==> src/rtl/rst_entry_pkg.sv <==
package rst_entry_pkg;

    typedef enum logic [2:0] {
        ST_RUN  = 3'd0,
        ST_POR  = 3'd1,
        ST_LOAD = 3'd2,
        ST_DONE = 3'd3,
        ST_MAN  = 3'd4
    } rst_state_e;

    typedef struct packed {
        logic       md;
        logic       rb;
        logic       bl;
        logic       fd;
        logic [3:0] imask;
    } sr_fields_t;

    localparam int SR_W        = 32;
    localparam int SR_MD_BIT   = 30;
    localparam int SR_RB_BIT   = 29;
    localparam int SR_BL_BIT   = 28;
    localparam int SR_FD_BIT   = 15;
    localparam int SR_IMASK_LO = 4;

    localparam sr_fields_t SR_ENTRY = '{md: 1'b1, rb: 1'b1, bl: 1'b1,
                                        fd: 1'b0, imask: 4'hF};

    function automatic logic [SR_W-1:0] pack_sr(input sr_fields_t f);
        logic [SR_W-1:0] w;
        w = '0;
        w[SR_MD_BIT] = f.md;
        w[SR_RB_BIT] = f.rb;
        w[SR_BL_BIT] = f.bl;
        w[SR_FD_BIT] = f.fd;
        w[SR_IMASK_LO +: 4] = f.imask;
        return w;
    endfunction

endpackage

==> src/rtl/rst_sync_chain.sv <==
module rst_sync_chain #(
    parameter int               WIDTH   = 2,
    parameter int               STAGES  = 2,
    parameter logic [WIDTH-1:0] RST_VAL = '0
) (
    input  logic             clk,
    input  logic             rst_n,
    input  logic [WIDTH-1:0] async_i,
    output logic [WIDTH-1:0] sync_o
);

    localparam int LAST = STAGES - 1;

    logic [WIDTH-1:0] stage_d [STAGES];
    logic [WIDTH-1:0] stage_q [STAGES];

    generate
        for (genvar s = 0; s < STAGES; s++) begin : g_stage
            if (s == 0) begin : g_first
                always_comb stage_d[s] = async_i;
            end else begin : g_rest
                always_comb stage_d[s] = stage_q[s-1];
            end

            always_ff @(posedge clk or negedge rst_n) begin
                if (!rst_n) stage_q[s] <= RST_VAL;
                else        stage_q[s] <= stage_d[s];
            end
        end
    endgenerate

    assign sync_o = stage_q[LAST];

endmodule

==> src/rtl/rst_cause_dec.sv <==
module rst_cause_dec (
    input  logic rst_s_n,
    input  logic md_s,
    input  logic wdt_ovf,
    input  logic wdt_mode,
    input  logic wdt_rst_sel,
    output logic por_req,
    output logic man_req,
    output logic man_pin
);

    logic pin_por;
    logic wdt_por;
    logic wdt_man;

    always_comb begin
        pin_por = !rst_s_n &&  md_s;
        man_pin = !rst_s_n && !md_s;
        wdt_por = wdt_ovf && wdt_mode && !wdt_rst_sel;
        wdt_man = wdt_ovf && wdt_mode &&  wdt_rst_sel;
        por_req = pin_por || wdt_por;
        man_req = man_pin || wdt_man;
    end

endmodule

==> src/rtl/rst_entry_seq.sv <==
module rst_entry_seq
    import rst_entry_pkg::*;
#(
    parameter int          XLEN       = 32,
    parameter logic [31:0] VEC_ADDR   = 32'hA000_0000,
    parameter logic [11:0] EVT_CODE   = 12'h000,
    parameter logic [31:0] VBR_ENTRY  = 32'h0000_0000
) (
    input  logic            clk,
    input  logic            rst_n,
    input  logic            por_req,
    input  logic            man_req,
    input  logic            man_pin,
    output logic [XLEN-1:0] expevt_o,
    output logic [XLEN-1:0] vbr_o,
    output logic [SR_W-1:0] sr_o,
    output logic [XLEN-1:0] pc_o,
    output logic            reset_active_o,
    output logic            periph_init_o,
    output logic            reset_done_o,
    output logic            fetch_en_o,
    output logic            man_rst_o,
    output logic            unsup_seq_o
);

    localparam int EVT_W = 12;

    typedef struct packed {
        rst_state_e      st;
        logic            fetch_en;
        logic            unsup;
        logic [XLEN-1:0] expevt;
        logic [XLEN-1:0] vbr;
        logic [SR_W-1:0] sr;
        logic [XLEN-1:0] pc;
    } seq_state_t;

    seq_state_t state_d, state_q;

    always_comb begin
        state_d = state_q;
        case (state_q.st)
            ST_RUN, ST_MAN: begin
                if (por_req) begin
                    state_d.st       = ST_POR;
                    state_d.fetch_en = 1'b0;
                    state_d.unsup    = 1'b0;
                end else if (man_req) begin
                    state_d.st       = ST_MAN;
                    state_d.fetch_en = 1'b0;
                end else begin
                    state_d.st       = ST_RUN;
                end
            end
            ST_POR: begin
                if (!por_req) begin
                    state_d.st = ST_LOAD;
                    if (man_pin) state_d.unsup = 1'b1;
                end
            end
            ST_LOAD: begin
                state_d.st     = ST_DONE;
                state_d.expevt = XLEN'(EVT_CODE);
                state_d.vbr    = VBR_ENTRY;
                state_d.sr     = pack_sr(SR_ENTRY);
                state_d.pc     = VEC_ADDR;
            end
            ST_DONE: begin
                if (por_req) begin
                    state_d.st    = ST_POR;
                    state_d.unsup = 1'b0;
                end else begin
                    state_d.st       = ST_RUN;
                    state_d.fetch_en = 1'b1;
                end
            end
            default: state_d.st = ST_POR;
        endcase
    end

    always_ff @(posedge clk or negedge rst_n) begin
        if (!rst_n) begin
            state_q          <= '0;
            state_q.st       <= ST_POR;
        end else begin
            state_q <= state_d;
        end
    end

    assign expevt_o       = state_q.expevt;
    assign vbr_o          = state_q.vbr;
    assign sr_o           = state_q.sr;
    assign pc_o           = state_q.pc;
    assign reset_active_o = (state_q.st == ST_POR) || (state_q.st == ST_LOAD);
    assign periph_init_o  = reset_active_o || (state_q.st == ST_DONE);
    assign reset_done_o   = (state_q.st == ST_DONE);
    assign fetch_en_o     = state_q.fetch_en;
    assign man_rst_o      = (state_q.st == ST_MAN);
    assign unsup_seq_o    = state_q.unsup;

    // power-on wins over a simultaneous manual condition
    p_por_wins_r5: assert property (@(posedge clk) disable iff (!rst_n)
        (por_req && man_req && state_q.st == ST_RUN) |=> (reset_active_o && !man_rst_o));

    // one hold cycle after the request drops
    p_hold_after_release_r6: assert property (@(posedge clk) disable iff (!rst_n)
        (state_q.st == ST_POR && !por_req) |=> reset_active_o);

    // loaded values present when the strobe fires
    p_entry_values_r8: assert property (@(posedge clk) disable iff (!rst_n)
        reset_done_o |-> (sr_o == 32'h7000_00F0 && pc_o == VEC_ADDR
                          && expevt_o[EVT_W-1:0] == EVT_CODE && vbr_o == VBR_ENTRY));

    // the strobe is one cycle wide and follows the hold cycle
    p_done_single_r9: assert property (@(posedge clk) disable iff (!rst_n)
        reset_done_o |=> !reset_done_o);

    p_done_after_hold_r9: assert property (@(posedge clk) disable iff (!rst_n)
        reset_done_o |-> $past(reset_active_o));

    // fetch opens only after the strobe and never during reset
    p_fetch_after_done_r10: assert property (@(posedge clk) disable iff (!rst_n)
        $rose(fetch_en_o) |-> $past(reset_done_o));

    p_no_fetch_in_reset_r10: assert property (@(posedge clk) disable iff (!rst_n)
        reset_active_o |-> !fetch_en_o);

    // peripheral initialise covers reset plus one cycle
    p_init_tail_r11: assert property (@(posedge clk) disable iff (!rst_n)
        $fell(reset_active_o) |-> periph_init_o);

    // unsupported sequence is flagged
    p_unsup_flag_r12: assert property (@(posedge clk) disable iff (!rst_n)
        (state_q.st == ST_POR && !por_req && man_pin) |=> unsup_seq_o);

endmodule

==> src/rtl/rst_entry_ctrl.sv <==
module rst_entry_ctrl
    import rst_entry_pkg::*;
#(
    parameter int          SYNC_STAGES = 2,
    parameter int          XLEN        = 32,
    parameter logic [31:0] VEC_ADDR    = 32'hA000_0000
) (
    input  logic            clk,
    input  logic            rst_n,
    input  logic            rst_pin_n,
    input  logic            md_pin,
    input  logic            wdt_ovf,
    input  logic            wdt_mode,
    input  logic            wdt_rst_sel,
    output logic [XLEN-1:0] expevt_o,
    output logic [XLEN-1:0] vbr_o,
    output logic [SR_W-1:0] sr_o,
    output logic [XLEN-1:0] pc_o,
    output logic            reset_active_o,
    output logic            periph_init_o,
    output logic            reset_done_o,
    output logic            fetch_en_o,
    output logic            man_rst_o,
    output logic            unsup_seq_o
);

    localparam int PIN_W = 2;
    // bit 1: mode pin (idle high), bit 0: reset pin (held asserted until synced)
    localparam logic [PIN_W-1:0] PIN_RST_VAL = 2'b10;

    logic [PIN_W-1:0] pins_s;
    logic             por_req;
    logic             man_req;
    logic             man_pin;

    rst_sync_chain #(
        .WIDTH   (PIN_W),
        .STAGES  (SYNC_STAGES),
        .RST_VAL (PIN_RST_VAL)
    ) pin_sync_i (
        .clk     (clk),
        .rst_n   (rst_n),
        .async_i ({md_pin, rst_pin_n}),
        .sync_o  (pins_s)
    );

    rst_cause_dec cause_i (
        .rst_s_n     (pins_s[0]),
        .md_s        (pins_s[1]),
        .wdt_ovf     (wdt_ovf),
        .wdt_mode    (wdt_mode),
        .wdt_rst_sel (wdt_rst_sel),
        .por_req     (por_req),
        .man_req     (man_req),
        .man_pin     (man_pin)
    );

    rst_entry_seq #(
        .XLEN     (XLEN),
        .VEC_ADDR (VEC_ADDR)
    ) seq_i (
        .clk            (clk),
        .rst_n          (rst_n),
        .por_req        (por_req),
        .man_req        (man_req),
        .man_pin        (man_pin),
        .expevt_o       (expevt_o),
        .vbr_o          (vbr_o),
        .sr_o           (sr_o),
        .pc_o           (pc_o),
        .reset_active_o (reset_active_o),
        .periph_init_o  (periph_init_o),
        .reset_done_o   (reset_done_o),
        .fetch_en_o     (fetch_en_o),
        .man_rst_o      (man_rst_o),
        .unsup_seq_o    (unsup_seq_o)
    );

    // a watchdog pulse in interval mode never starts a reset
    p_wdt_interval_r3: assert property (@(posedge clk) disable iff (!rst_n)
        (wdt_ovf && !wdt_mode && pins_s[0] && !reset_active_o && !man_rst_o)
        |=> (!reset_active_o && !man_rst_o));

    // manual condition never shows as power-on reset
    p_manual_not_por_r4: assert property (@(posedge clk) disable iff (!rst_n)
        man_rst_o |-> !reset_active_o);

endmodule

==> config.mk <==
export PLATFORM = sky130hd
export DESIGN_NAME = rst_entry_ctrl
export DESIGN_NICKNAME = d
export VERILOG_FILES = /design/src/rtl/rst_entry_pkg.sv /design/src/rtl/rst_sync_chain.sv /design/src/rtl/rst_cause_dec.sv /design/src/rtl/rst_entry_seq.sv /design/src/rtl/rst_entry_ctrl.sv
export SDC_FILE = /design/constraint.sdc
export NUM_CORES = 1
export LEC_CHECK = 0
export ABC_CLOCK_PERIOD_IN_PS = 1900
export BUFFER_PORTS_ARGS = -buffer_cell sky130_fd_sc_hd__buf_4
export CAP_MARGIN = 20
export CORE_ASPECT_RATIO = 1.75
export CORE_UTILIZATION = 39
export DETAILED_ROUTE_END_ITERATION = 12
export PLACE_DENSITY_LB_ADDON = 0.15
export SYNTH_ARGS = -nofsm -noshare
export SYNTH_HDL_FRONTEND = slang
export SYNTH_SLANG_ARGS = --single-unit
export TNS_END_PERCENT = 50
==> constraint.sdc <==
create_clock -name clk -period 1.9 [get_ports clk]
set_input_delay 0.19 -clock clk [delete_from_list [all_inputs] [get_ports clk]]
set_output_delay 0.19 -clock clk [all_outputs]
set_load 0.01 [all_outputs]
## After elaboration in Yosys (flattened, before gate mapping)

Index checks and enable logic that the tools add are counted.

- Input port bits: 7
- Output and inout port bits: 134
- Register bits: 11

- Mux-type cells: 12
- Reduce and logical (&&, ||, !) cells: 19
- Eq/ne operators: 9

Operator list:

| kind | number |
|---|---|
| $pmux 3 s4 | 1 |
| $eq 3x2->1 const B | 2 |
| $mux 1 | 6 |
| $mux 3 | 2 |
| $ne 2x2->1 const B | 3 |
| $logic_and 1x1->1 | 5 |
| $logic_or 1x1->1 | 4 |
| $mux 4 | 1 |
| $pmux 1 s2 | 2 |
| $reduce_and 4->1 | 1 |
| $reduce_bool 2->1 | 2 |
| $eq 3x1->1 const B | 1 |
| $eq 3x3->1 const B | 1 |
| $logic_not 1->1 | 3 |
| $logic_not 3->1 | 1 |
| $ne 3x2->1 const B | 1 |
| $reduce_and 3->1 | 1 |
| $reduce_or 3->1 | 1 |
| $ne 2x1->1 const B | 1 |
| $reduce_or 2->1 | 1 |

## Longest topological paths before layout

Gate-level depths: netlist of the first run.

- Depth in word-level cells: 6
- Gate-level depth with buffers: 3
- Gate-level depth less buffers: 3

## Modules after synthesis

Synthesis of the first run repeated with hierarchy kept, for this count alone.

- Cell total of the unflattened synthesis: 169
- Area total of the unflattened synthesis: 1,400.1 sq um

By module, submodules not included:

| module | times used | area an instance (sq um) | cells each | sequential area each (sq um) |
|---|---|---|---|---|
| rst_entry_seq | 1 | 1,268.7 | 160 | 151.4 |
| rst_sync_chain | 1 | 102.6 | 4 | 102.6 |
| rst_cause_dec | 1 | 28.8 | 5 | 0.0 |

## Worst setup path after synthesis of the first run

Ideal clock, no wire load.

- Path kind: register to register
- From: register seq_i.state_q[130] in the netlist's numbering
- To: register seq_i.state_q, in the netlist seq_i.unsup_seq_o
- Clock period less this slack: 1.207 ns
- Slack: 0.693 ns
- Cell stages (with the launch flop): 4
- Arrival: 1.124 ns
- Cell sequence: dfstp_2 -> nand2b_1 -> or4_1 -> o22ai_1

- Cells in the longest elaborated chain, start to end: 4

Ends and longest elaborated chain:

| element | line | RTL |
|---|---|---|
| start, declared | rst_entry_seq.sv:38 | `seq_state_t state_d, state_q;` |
| start signal, assigned | rst_entry_seq.sv:86 | `state_q <= state_d;` |
| $eq 3x2->1 (tied with other cells) | rst_entry_seq.sv:42 | `case (state_q.st)` |
| $reduce_or 3->1 (no line) | -- |  |
| $ne 2x1->1 (no line) or $reduce_bool 2->1 (tied branches) | -- |  |
| $reduce_and 4->1 (no line) | -- |  |

Several ways; a longest one is shown, not always the timed one.
A chain may end at the register's enable or synchronous reset.

## Worst setup path after layout of the first run

- From: register seq_i.state_q[130] in the netlist's numbering
- To: output port reset_active_o

- Cells in the longest elaborated chain, start to end: 2

Ends and longest elaborated chain:

| element | line | RTL |
|---|---|---|
| $eq 3x1->1 or $eq 3x2->1 (tied branches) | rst_entry_seq.sv:94 | `assign reset_active_o = (state_q.st == ST_POR) \|\| (state_q.st == ST_LOAD);` |
| $logic_or 1x1->1 (*) | rst_entry_seq.sv:94 |  |
| end, declared | rst_entry_ctrl.sv:19 | `output logic reset_active_o,` |

Every way passes the cells marked *; elsewhere a longest branch is shown, timed or not.

==> results of run 1 <==
## per-stage QoR
step                setup slack [ps]  std cells  total power, uW
finish                           387        226              947
global route                     315        226             1020
CTS                              385        226              952
detailed placement               614        221              681
global placement                 643        221              676
floorplan                        693        283              734
## cells by family after synthesis
family,Yosys count,share of synthesized area (%)
flops,10,18.5
other cells,1,0.273
compound gates,7,3.46
buf+inv,129,70.2
simple gates,18,7.56
## layout make-up
| cell class | instances | area share [%] |
|---|---|---|
| inverter | 1 | 0.331 |
| tap | 45 | 4.96 |
| sequential | 10 | 22.4 |
| timing repair buffer | 22 | 14.8 |
| clock buffer | 4 | 4.85 |
| multi-input combinational | 144 | 52.7 |
## Yosys cell counts (2+ instances only)
master / count / share of area (%)
a21oi_1: 2 / 0.73
buf_4: 128 / 70
dfrtp_1: 7 / 13
dfstp_2: 3 / 5.7
nand2_1: 3 / 0.82
nand2b_1: 3 / 1.4
nand3_1: 2 / 0.73
nor2_1: 2 / 0.55
## path summary, 6_finish.rpt
check,end,cells after the start,slack (ps),from
setup / recovery,reset_active_o,3,390,seq_i.state_q[130]$_DFFE_PN1P_
hold / removal,pin_sync_i.stage_d[1]$_DFF_PN1_,1,60,md_pin
setup reg to reg,seq_i.unsup_seq_o$_DFFE_PN0P_,3,610,seq_i.state_q[130]$_DFFE_PN1P_
hold reg to reg,pin_sync_i.sync_o[1]$_DFF_PN1_,0,350,pin_sync_i.stage_d[1]$_DFF_PN1_
max in group asynchronous,seq_i.state_q[130]$_DFFE_PN1P_,2,1350,rst_n
min in group asynchronous,pin_sync_i.stage_d[0]$_DFF_PN0_,2,330,rst_n
## repair_timing
| action | 4_1_cts | 5_1_grt |
|---|---|---|
| gates resized for setup | 0 | 0 |
| hold buffers | 1 | 0 |
| endpoints found under the hold margin | 10 | 0 |
## registers in the layout, indices dropped and copies added, names as in the netlist
signal and cells:
seq_i.state_q 3, pin_sync_i.stage_d 2, pin_sync_i.sync_o 2, seq_i.fetch_en_o 1, seq_i.pc_o 1, seq_i.unsup_seq_o 1
## layer usage
layer	vias up	global-route usage [%]
li1	299	-
met1	302	6.58
met2	87	12.6
met3	4	2.02
met4	0	4.29
met5	-	0
## power by group
group          leakage [uW]  switching (uW)  internal [uW]
logic              0.000551             223            135
registers          0.000116            58.6            266
clock network     0.0000288            82.3            182
total              0.000695             364            583
## cell usage in the layout, fill, tap and decap left out
cell type,count
nand2_1,3
a221oi_1,1
dfrtp_1,7
inv_1,1
dfstp_2,3
or4_1,1
o21bai_1,1
o31ai_1,1
a21oi_1,2
nor2_1,2
nand4_1,1
clkbuf_8,4
a21boi_0,1
nand2b_1,3
or2b_1,1
and3b_1,1
o22ai_1,1
nor2b_1,1
and2_1,1
dlygate4sd3_1,1
conb_1,119
nand3_1,2
nand3b_1,1
nor4_1,1
buf_4,21
## worst max-delay path, delay by kind of cell (launching register included)
family	cells	cell delay, ps
compound gates	1	130
buf+inv	1	140
flops	1	590
simple gates	1	230
==> summary.md, run 1 <==
| Metric | Value |
|---|---|
| Count of final setup violators | `0` |
| Synth unique cells | `23` |
| Setup crit end kind | `output port` |
| Met3 WL post-DR | `between 200 and 250 um` |
| Pin count of the biggest net entering global routing | `11` |
| Slowest CP cell | `dfstp_2` |
| Detailed-route wire length on metal 1 | `between 400 and 500 um` |
| Clock skew | `5.24 ps` |
| Htree depth | `1` |
| Setup TNS | `0 ps` |
| Core area | `3360 um^2` |
| Initial core utilization | `40.8%` |
| First-pass GRT wire length | `1840 um` |
| CP Class | `reg2out` |
| Vias/cell | `3.06` |
| Syn avg cell area | `8.33 um^2` |
| Longest Clk Path Bufs | `2` |
| Fin area | `approximately 1100 um^2` |
| Static Leak | `around 0.00070 uW` |
| Hold Fails Final Rpt | `0` |
| Hold Path Class | `in2reg` |
| Storage cell area | `254 um^2` |
| Mapped Cells | `165` |
| Final period util | `roughly 80%` |
| Final nets | `approximately 190` |
| Placed instance area | `1070 um^2` |
| Post-synthesis register bit count | `10` |
| Die Height | `80.5 um` |
| Routed wl met2 | `roughly 900 um` |
| EDFF count, synth | `0` |
| Filler Cell Count | `between 300 and 400` |
| Maxcap violations | `0` |
| Final min period | `roughly 1500 ps` |
| Clock-pin slew on the worst setup and hold paths | `around 50 ps` |
| Outcome | `completed` |
| CP max stage delay | `590 ps` |
| RSZ-0062 raised after global routing | `false` |
| Ys async rst share | `100%` |
| # clock sinks | `10` |
| Clk_lat worst skew | `230 ps` |
| Die X | `~47 um` |
| Final Util | `between 30 and 40%` |
| Aggregate global routing overflow | `0` |
| Drt first pass iters | `4` |
| 1st-iter DRT viols | `13` |
| Initial antenna violation count | `0` |
| Top-Level Pins | `141` |
| Share of post-route cells with drive strength above 1 | `between 10% and 20%` |
| WL per Instance | `about 7.0 um` |
| Layout area overhead | `-17.4%` |
| N_diodes | `0` |
| Leading register cell type out of synthesis | `dfrtp_1` |
| Cell area after synthesis | `between 1000 and 1500 um^2` |
| Crit Path Max Fanout | `9` |
| CTS tree | `yes` |
| Maximum VDD drop | `441 uV` |
| Num CTS Buffers | `3` |
| Via count | `slightly below 700` |
| Worst Hold Margin | `between 50 and 60 ps` |
| Startpoint Class | `register` |
| Routability cong. | `around 0.69` |
| Die footprint | `approximately 3800 um^2` |
| Max Clk Rate | `~660 MHz` |
| Worst Path Arrival | `1320 ps` |
| Worst-path cell chain | `or2b_1 -> a21oi_1 -> buf_4` |
| Area of the multi-input gates | `598 um^2` |
| Required time of the critical path | `roughly 1700 ps` |
| Cell Rows | `28` |
| GRT Util Overall | `7.09%` |
| Pwr per Cell Area | `around 830 nW/um^2` |
| # DRC | `0` |
| Register area share after synthesis | `approximately 18%` |
| Post-DRT Antenna Nets | `0` |
| Routed wire length | `1580 um` |
| Fin. max-slew vios | `0` |
| Max layer used | `met4` |
| Postcts setup bufs | `0` |
| Input/output buffers | `21` |
| Root Buffer | `clkbuf_8` |
| Vias in the first global route | `about 400` |
| DP HPWL | `~1300 um` |
| Synthesis Warnings | `0` |
(Power assumes the default switching activity.)
==> inputs of run 2 (changes only) <==
- ABC_CLOCK_PERIOD_IN_PS: 1900 -> 1400
- CORE_UTILIZATION: 39 -> 36
- clock period: 1.9 -> 1.4 ns (I/O delays scaled with it)
==> summary.md, run 2 (synthesized netlist as in run 1, its figures left out) <==
| Metric | Value |
|---|---|
| Outcome | `finished, violations left` |
| Failing checks | `negative setup slack` |
| Core area | `3630 um^2 (+7.9%)` |
| Via count | `691 (-0.14%)` |
| Input/output buffers | `21 (unchanged)` |
| Clock skew | `5.10 ps (-0.138 ps)` |
| Required time of the critical path | `1260 ps (-450 ps)` |
| Area of the multi-input gates | `602 um^2 (+0.63%)` |
| Placed instance area | `1070 um^2 (+0.12%)` |
| Worst-path cell chain | `or2b_1 -> a21oi_2 -> buf_4` |
| CP max stage delay | `550 ps (-40 ps)` |
| Final non-filler cell total | `229 (+1.3%)` |
| Htree depth | `1 (unchanged)` |
| Pwr per Cell Area | `1120 nW/um^2 (+34%)` |
| Top-Level Pins | `141 (unchanged)` |
| WL per Instance | `6.86 um (-1.9%)` |
| Longest Clk Path Bufs | `2 (unchanged)` |
| Number of buffers and inverters on the critical path | `1 (unchanged)` |
| Clk_lat worst skew | `240 ps (about the same)` |
| Most frequent cells in the layout | `conb_1, buf_4, dfrtp_1` |
| Maxcap violations | `0 (unchanged)` |
| Layout area overhead | `-16.7%` |
| Die footprint | `4080 um^2 (+8.0%)` |
| Post-DRT Antenna Nets | `0 (unchanged)` |
| Setup crit end kind | `output port` |
| DP HPWL | `1320 um (-1.7%)` |
| Count of final setup violators | `1 (+1)` |
| Fin worst setup slack | `-9.84 ps (-397 ps)` |
| Maximum VDD drop | `545 uV (+24%)` |
| Startpoint Class | `register` |
| Cell Rows | `29 (+3.6%)` |
| Drt first pass iters | `4 (unchanged)` |
| Share of post-route cells with drive strength above 1 | `16.4% (+0.92 points)` |
| First-pass GRT wire length | `1930 um (+4.5%)` |
| Kind of cell adding the most delay to the critical path | `flip-flops` |
| Max Clk Rate | `around 700 MHz` |
| Crit Path Max Fanout | `4 (-5)` |
| Initial core utilization | `37.9% (-3.0 points)` |
| Commonest non-fill, non-tap cell in the layout | `conb_1` |
| CP startpoint | `seq_i.state_q[130]$_DFFE_PN1P_` |
| Post-placement worst setup slack | `128 ps (-487 ps)` |
| Vias in the first global route | `426 (+9.5%)` |
| Static Leak | `0.000699 uW (+0.57%)` |
| Hold Fails Final Rpt | `0 (unchanged)` |
| CTS tree | `yes` |
| Num CTS Buffers | `3 (unchanged)` |
| Hold Path Class | `in2reg` |
| Root Buffer | `clkbuf_8` |
| # DRC | `0 (unchanged)` |
| Pin count of the biggest net entering global routing | `11 (unchanged)` |
| Filler Cell Count | `422 (+19%)` |
| Critical hold path startpoint | `rst_pin_n` |
| Number of flip-flops in the largest register | `3 (unchanged)` |
| Final min period | `1410 ps` |
| Fin. max-slew vios | `0 (unchanged)` |
| Clock-pin slew on the worst setup and hold paths | `50 ps (about the same)` |
| Fin area | `1140 um^2 (+0.88%)` |
| Final period util | `101%` |
| Placed Instances | `222 (+0.45%)` |
| Storage cell area | `254 um^2 (unchanged)` |
| N_diodes | `0 (unchanged)` |
| Worst Path Arrival | `1270 ps (-50 ps)` |
| Die X | `48.7 um (+3.9%)` |
| Aggregate global routing overflow | `0 (unchanged)` |
| CP Class | `reg2out` |
| RSZ-0062 raised after global routing | `true` |
| 1st-iter DRT viols | `11 (-2)` |
| GRT Util Overall | `6.23% (-0.86 points)` |
| # clock sinks | `10 (unchanged)` |
| Vias/cell | `3.02 (-1.5%)` |
| Worst reg2reg path startpoint | `seq_i.state_q[130]$_DFFE_PN1P_` |
| Largest register by flop count | `seq_i.state_q` |
| Die Height | `83.7 um (+4.0%)` |
| Initial antenna violation count | `0 (unchanged)` |
| Routability cong. | `0.655 (-4.9%)` |
| Routed wire length | `1570 um (-0.63%)` |
| Final nets | `191 (+1.1%)` |
| Slowest CP cell | `dfstp_2` |
-- run 2: cell types whose count changed in the layout (fill, tap and decap cells not counted), sizes merged --
cell / before / now
buf: 21 / 23
-- run 2: final timing paths --
path,endpoint,slack (ps),cells past startpoint
worst min register to register,pin_sync_i.sync_o[0]$_DFF_PN0_,350,0
max in group asynchronous,pin_sync_i.sync_o[1]$_DFF_PN1_,920,2
worst max-delay path,reset_active_o,-10,3
worst max register to register,seq_i.unsup_seq_o$_DFFE_PN0P_,50,4
min in group asynchronous,pin_sync_i.sync_o[0]$_DFF_PN0_,260,2
worst min-delay path,pin_sync_i.stage_d[0]$_DFF_PN0_,4,1
-- run 2: area by class of cell --
cell class | instances | share of cell area, %
repair buffers | 24 | 16.0
clock buffers | 4 | 3.93
flip-flops and latches | 10 | 22.2
inverters | 1 | 0.328
well taps | 46 | 5.03
multi-input cells | 144 | 52.6
-- run 2: per-layer routing --
layer	up-vias	track usage (%)	wire length, um
met3	2	1.82	200
met5	-	0	0
met2	78	11.1	890
met4	0	4.81	27
li1	305	-	-
met1	306	5.70	454
-- run 2: report_power, final --
group	total (uW)	internal [uW]	leakage (uW)	switching (uW)
logic	539	212	0.000561	327
clock network	317	200	0.0000228	118
registers	428	360	0.000116	68.2
-- run 2: metrics by stage --
| step | total power [uW] | TNS (ps) | hold slack (ps) | utilization (%) |
|---|---|---|---|---|
| floorplan | 996 | 0 | -156 | - |
| global placement | 917 | 0 | -24.7 | 29.5 |
| detailed placement | 922 | 0 | -23.2 | 29.5 |
| CTS | 1280 | -2.37 | 1.40 | 31.6 |
| global route | 1360 | -55.8 | 3.88 | 31.6 |
| finish | 1280 | -9.84 | 3.99 | 31.6 |
-- run 2: repair_timing --
action | CTS | global route
hold endpoints to repair | 10 | 0
resized for setup | 1 | 0
hold buffers | 1 | 0
pin swaps | 0 | 0
setup buffers | 2 | 0
endpoints found under the setup margin | 1 | 2
-- run 2: worst register-to-register path: stages (launching register included) --
cell	delay, ps
dfstp_2	550
buf_4	130
nand2b_1	60
or4_1	400
o22ai_1	140
==> inputs of run 3 (changes only) <==
- CORE_MARGIN: default -> 4
==> summary.md, run 3 (synthesized netlist as in run 1, its figures left out) <==
| Metric | Value |
|---|---|
| First-pass GRT wire length | `2800 um (+46%)` |
| Slowest CP cell | `dfstp_2` |
| # clock sinks | `10 (unchanged)` |
| Initial core utilization | `37.5% (-0.37 points)` |
| Number of flip-flops in the largest register | `3 (unchanged)` |
| Crit Path Max Fanout | `6 (+2)` |
| Hold Path Class | `in2reg` |
| N_diodes | `0 (unchanged)` |
| Storage cell area | `254 um^2 (unchanged)` |
| Busiest grt layer | `met2` |
| Die footprint | `4910 um^2 (+20%)` |
| Fin. max-slew vios | `0 (unchanged)` |
| Startpoint Class | `register` |
| Setup crit end kind | `output port` |
| GRT Util Overall | `7.49% (+1.3 points)` |
| Top-Level Pins | `141 (unchanged)` |
| Hold Fails Final Rpt | `0 (unchanged)` |
| # DRC | `0 (unchanged)` |
| Cell Rows | `29 (unchanged)` |
| DP HPWL | `1770 um (+34%)` |
| Clock skew | `3.97 ps (-1.12 ps)` |
| Vias/cell | `3.04 (+0.85%)` |
| Initial antenna violation count | `0 (unchanged)` |
| Layout area overhead | `-14.4%` |
| CP Class | `reg2out` |
| Worst Path Arrival | `1270 ps (about the same)` |
| Static Leak | `0.000719 uW (+2.8%)` |
| Largest register by flop count | `seq_i.state_q` |
| Final min period | `1410 ps (+5.11 ps)` |
| Htree depth | `1 (unchanged)` |
| Final period util | `101% (+0.36 points)` |
| Max Clk Rate | `707 MHz (-0.36%)` |
| Post-DRT Antenna Nets | `0 (unchanged)` |
| Input/output buffers | `21 (unchanged)` |
| Num CTS Buffers | `3 (unchanged)` |
| CP max stage delay | `560 ps (about the same)` |
| Power Total | `1350 uW (+4.7%)` |
| Count of final setup violators | `1 (unchanged)` |
| Pin count of the biggest net entering global routing | `11 (unchanged)` |
| Routed wire length | `2010 um (+28%)` |
| Maxcap violations | `0 (unchanged)` |
| Kind of cell adding the most delay to the critical path | `flip-flops` |
| Share of post-route cells with drive strength above 1 | `17.2% (+0.81 points)` |
| Hold-critical path depth | `1 (unchanged)` |
| Vias in the first global route | `588 (+38%)` |
| Filler Cell Count | `429 (+1.7%)` |
| Fin worst setup slack | `-14.9 ps (-5.11 ps)` |
| Met1 GRT Util | `5.65% (-0.058 points)` |
| Final nets | `194 (+1.6%)` |
| Area of the multi-input gates | `598 um^2 (-0.62%)` |
| WL per Instance | `8.67 um (+26%)` |
| Number of buffers and inverters on the critical path | `1 (unchanged)` |
| Clock-pin slew on the worst setup and hold paths | `50 ps (about the same)` |
| Drt first pass iters | `4 (unchanged)` |
| Commonest non-fill, non-tap cell in the layout | `conb_1` |
| Maximum VDD drop | `442 uV (-19%)` |
| GR Util met3 | `2.65% (+0.83 points)` |
| Worst-path cell chain | `or2b_1 -> a21oi_1 -> buf_4` |
| Longest Clk Path Bufs | `2 (unchanged)` |
| Die Height | `89.7 um (+7.2%)` |
| Placed instance area | `1080 um^2 (+0.70%)` |
| Crit path depth | `3 (unchanged)` |
| Required time of the critical path | `1260 ps (about the same)` |
| CTS tree | `yes` |
| Failing checks | `negative setup slack` |
| Die X | `54.7 um (+12%)` |
| Root Buffer | `clkbuf_8` |
| Via count | `706 (+2.2%)` |
| Most frequent cells in the layout | `conb_1, buf_4, dfrtp_1` |
| Clk_lat worst skew | `230 ps (about the same)` |
| R2R cell count | `4 (unchanged)` |
| Outcome | `finished, violations left` |
| Fin area | `1180 um^2 (+2.7%)` |
| Post-CTS sizing | `0 (-1)` |
| Aggregate global routing overflow | `0 (unchanged)` |
| Pwr per Cell Area | `1140 nW/um^2 (+1.9%)` |
| 1st-iter DRT viols | `1 (-10)` |
| Routability cong. | `0.728 (+11%)` |
| RSZ-0062 raised after global routing | `true` |
| Global routing usage on met2 | `14.1% (+3.0 points)` |
| Core area | `3660 um^2 (+1.0%)` |
run 3: cell type report:
type	instances	share of cell area, %
multi-input cells	144	50.9
flip-flops and latches	10	21.6
repair buffers	27	17.7
well taps	46	4.89
clock buffers	4	4.68
inverters	1	0.319
run 3: timing repair:
item | CTS | global route
endpoints found under the hold margin | 10 | 1
setup buffers | 2 | 1
pin swaps | 0 | 1
hold buffers | 1 | 1
cloned | 0 | 0
setup endpoints to repair | 1 | 3
run 3: worst paths after layout:
check	startpoint	endpoint	slack [ps]
setup / recovery	seq_i.state_q[130]$_DFFE_PN1P_	reset_active_o	-10
hold / removal	md_pin	pin_sync_i.stage_d[1]$_DFF_PN1_	10
setup reg to reg	seq_i.state_q[130]$_DFFE_PN1P_	seq_i.unsup_seq_o$_DFFE_PN0P_	70
hold reg to reg	pin_sync_i.stage_d[1]$_DFF_PN1_	pin_sync_i.sync_o[1]$_DFF_PN1_	360
max in group asynchronous	rst_n	seq_i.state_q[130]$_DFFE_PN1P_	900
min in group asynchronous	rst_n	pin_sync_i.stage_d[0]$_DFF_PN0_	280
run 3: report_power, final:
part / switching [uW] / internal [uW]
Combinational: 333 / 229
Sequential: 63.5 / 360
Clock: 112 / 247
run 3: routing by layer:
| layer | routed length [um] | part of all wire (%) |
|---|---|---|
| met1 | 444 | 22 |
| met2 | 1130 | 56 |
| met3 | 402 | 20 |
| met4 | 38 | 1.9 |
| met5 | 0 | 0 |
run 3: worst reg2reg max path: cells and delay by family (launching register included):
kind / cells / cell delay (ps)
compound gates: 1 / 130
buf+inv: 1 / 120
flops: 1 / 560
simple gates: 2 / 450
run 3: through the flow:
stage | hold WS, ps | setup TNS [ps] | std cells | utilization [%] | setup WS (ps)
global route | 0.828 | -108 | 232 | 32.1 | -72.0
floorplan | -156 | 0 | 283 | - | 193
finish | 9.86 | -14.9 | 232 | 32.1 | -14.9
CTS | 0.204 | -48.3 | 230 | 31.6 | -38.8
global placement | -25.9 | 0 | 223 | 29.4 | 155
detailed placement | -19.8 | 0 | 223 | 29.4 | 136
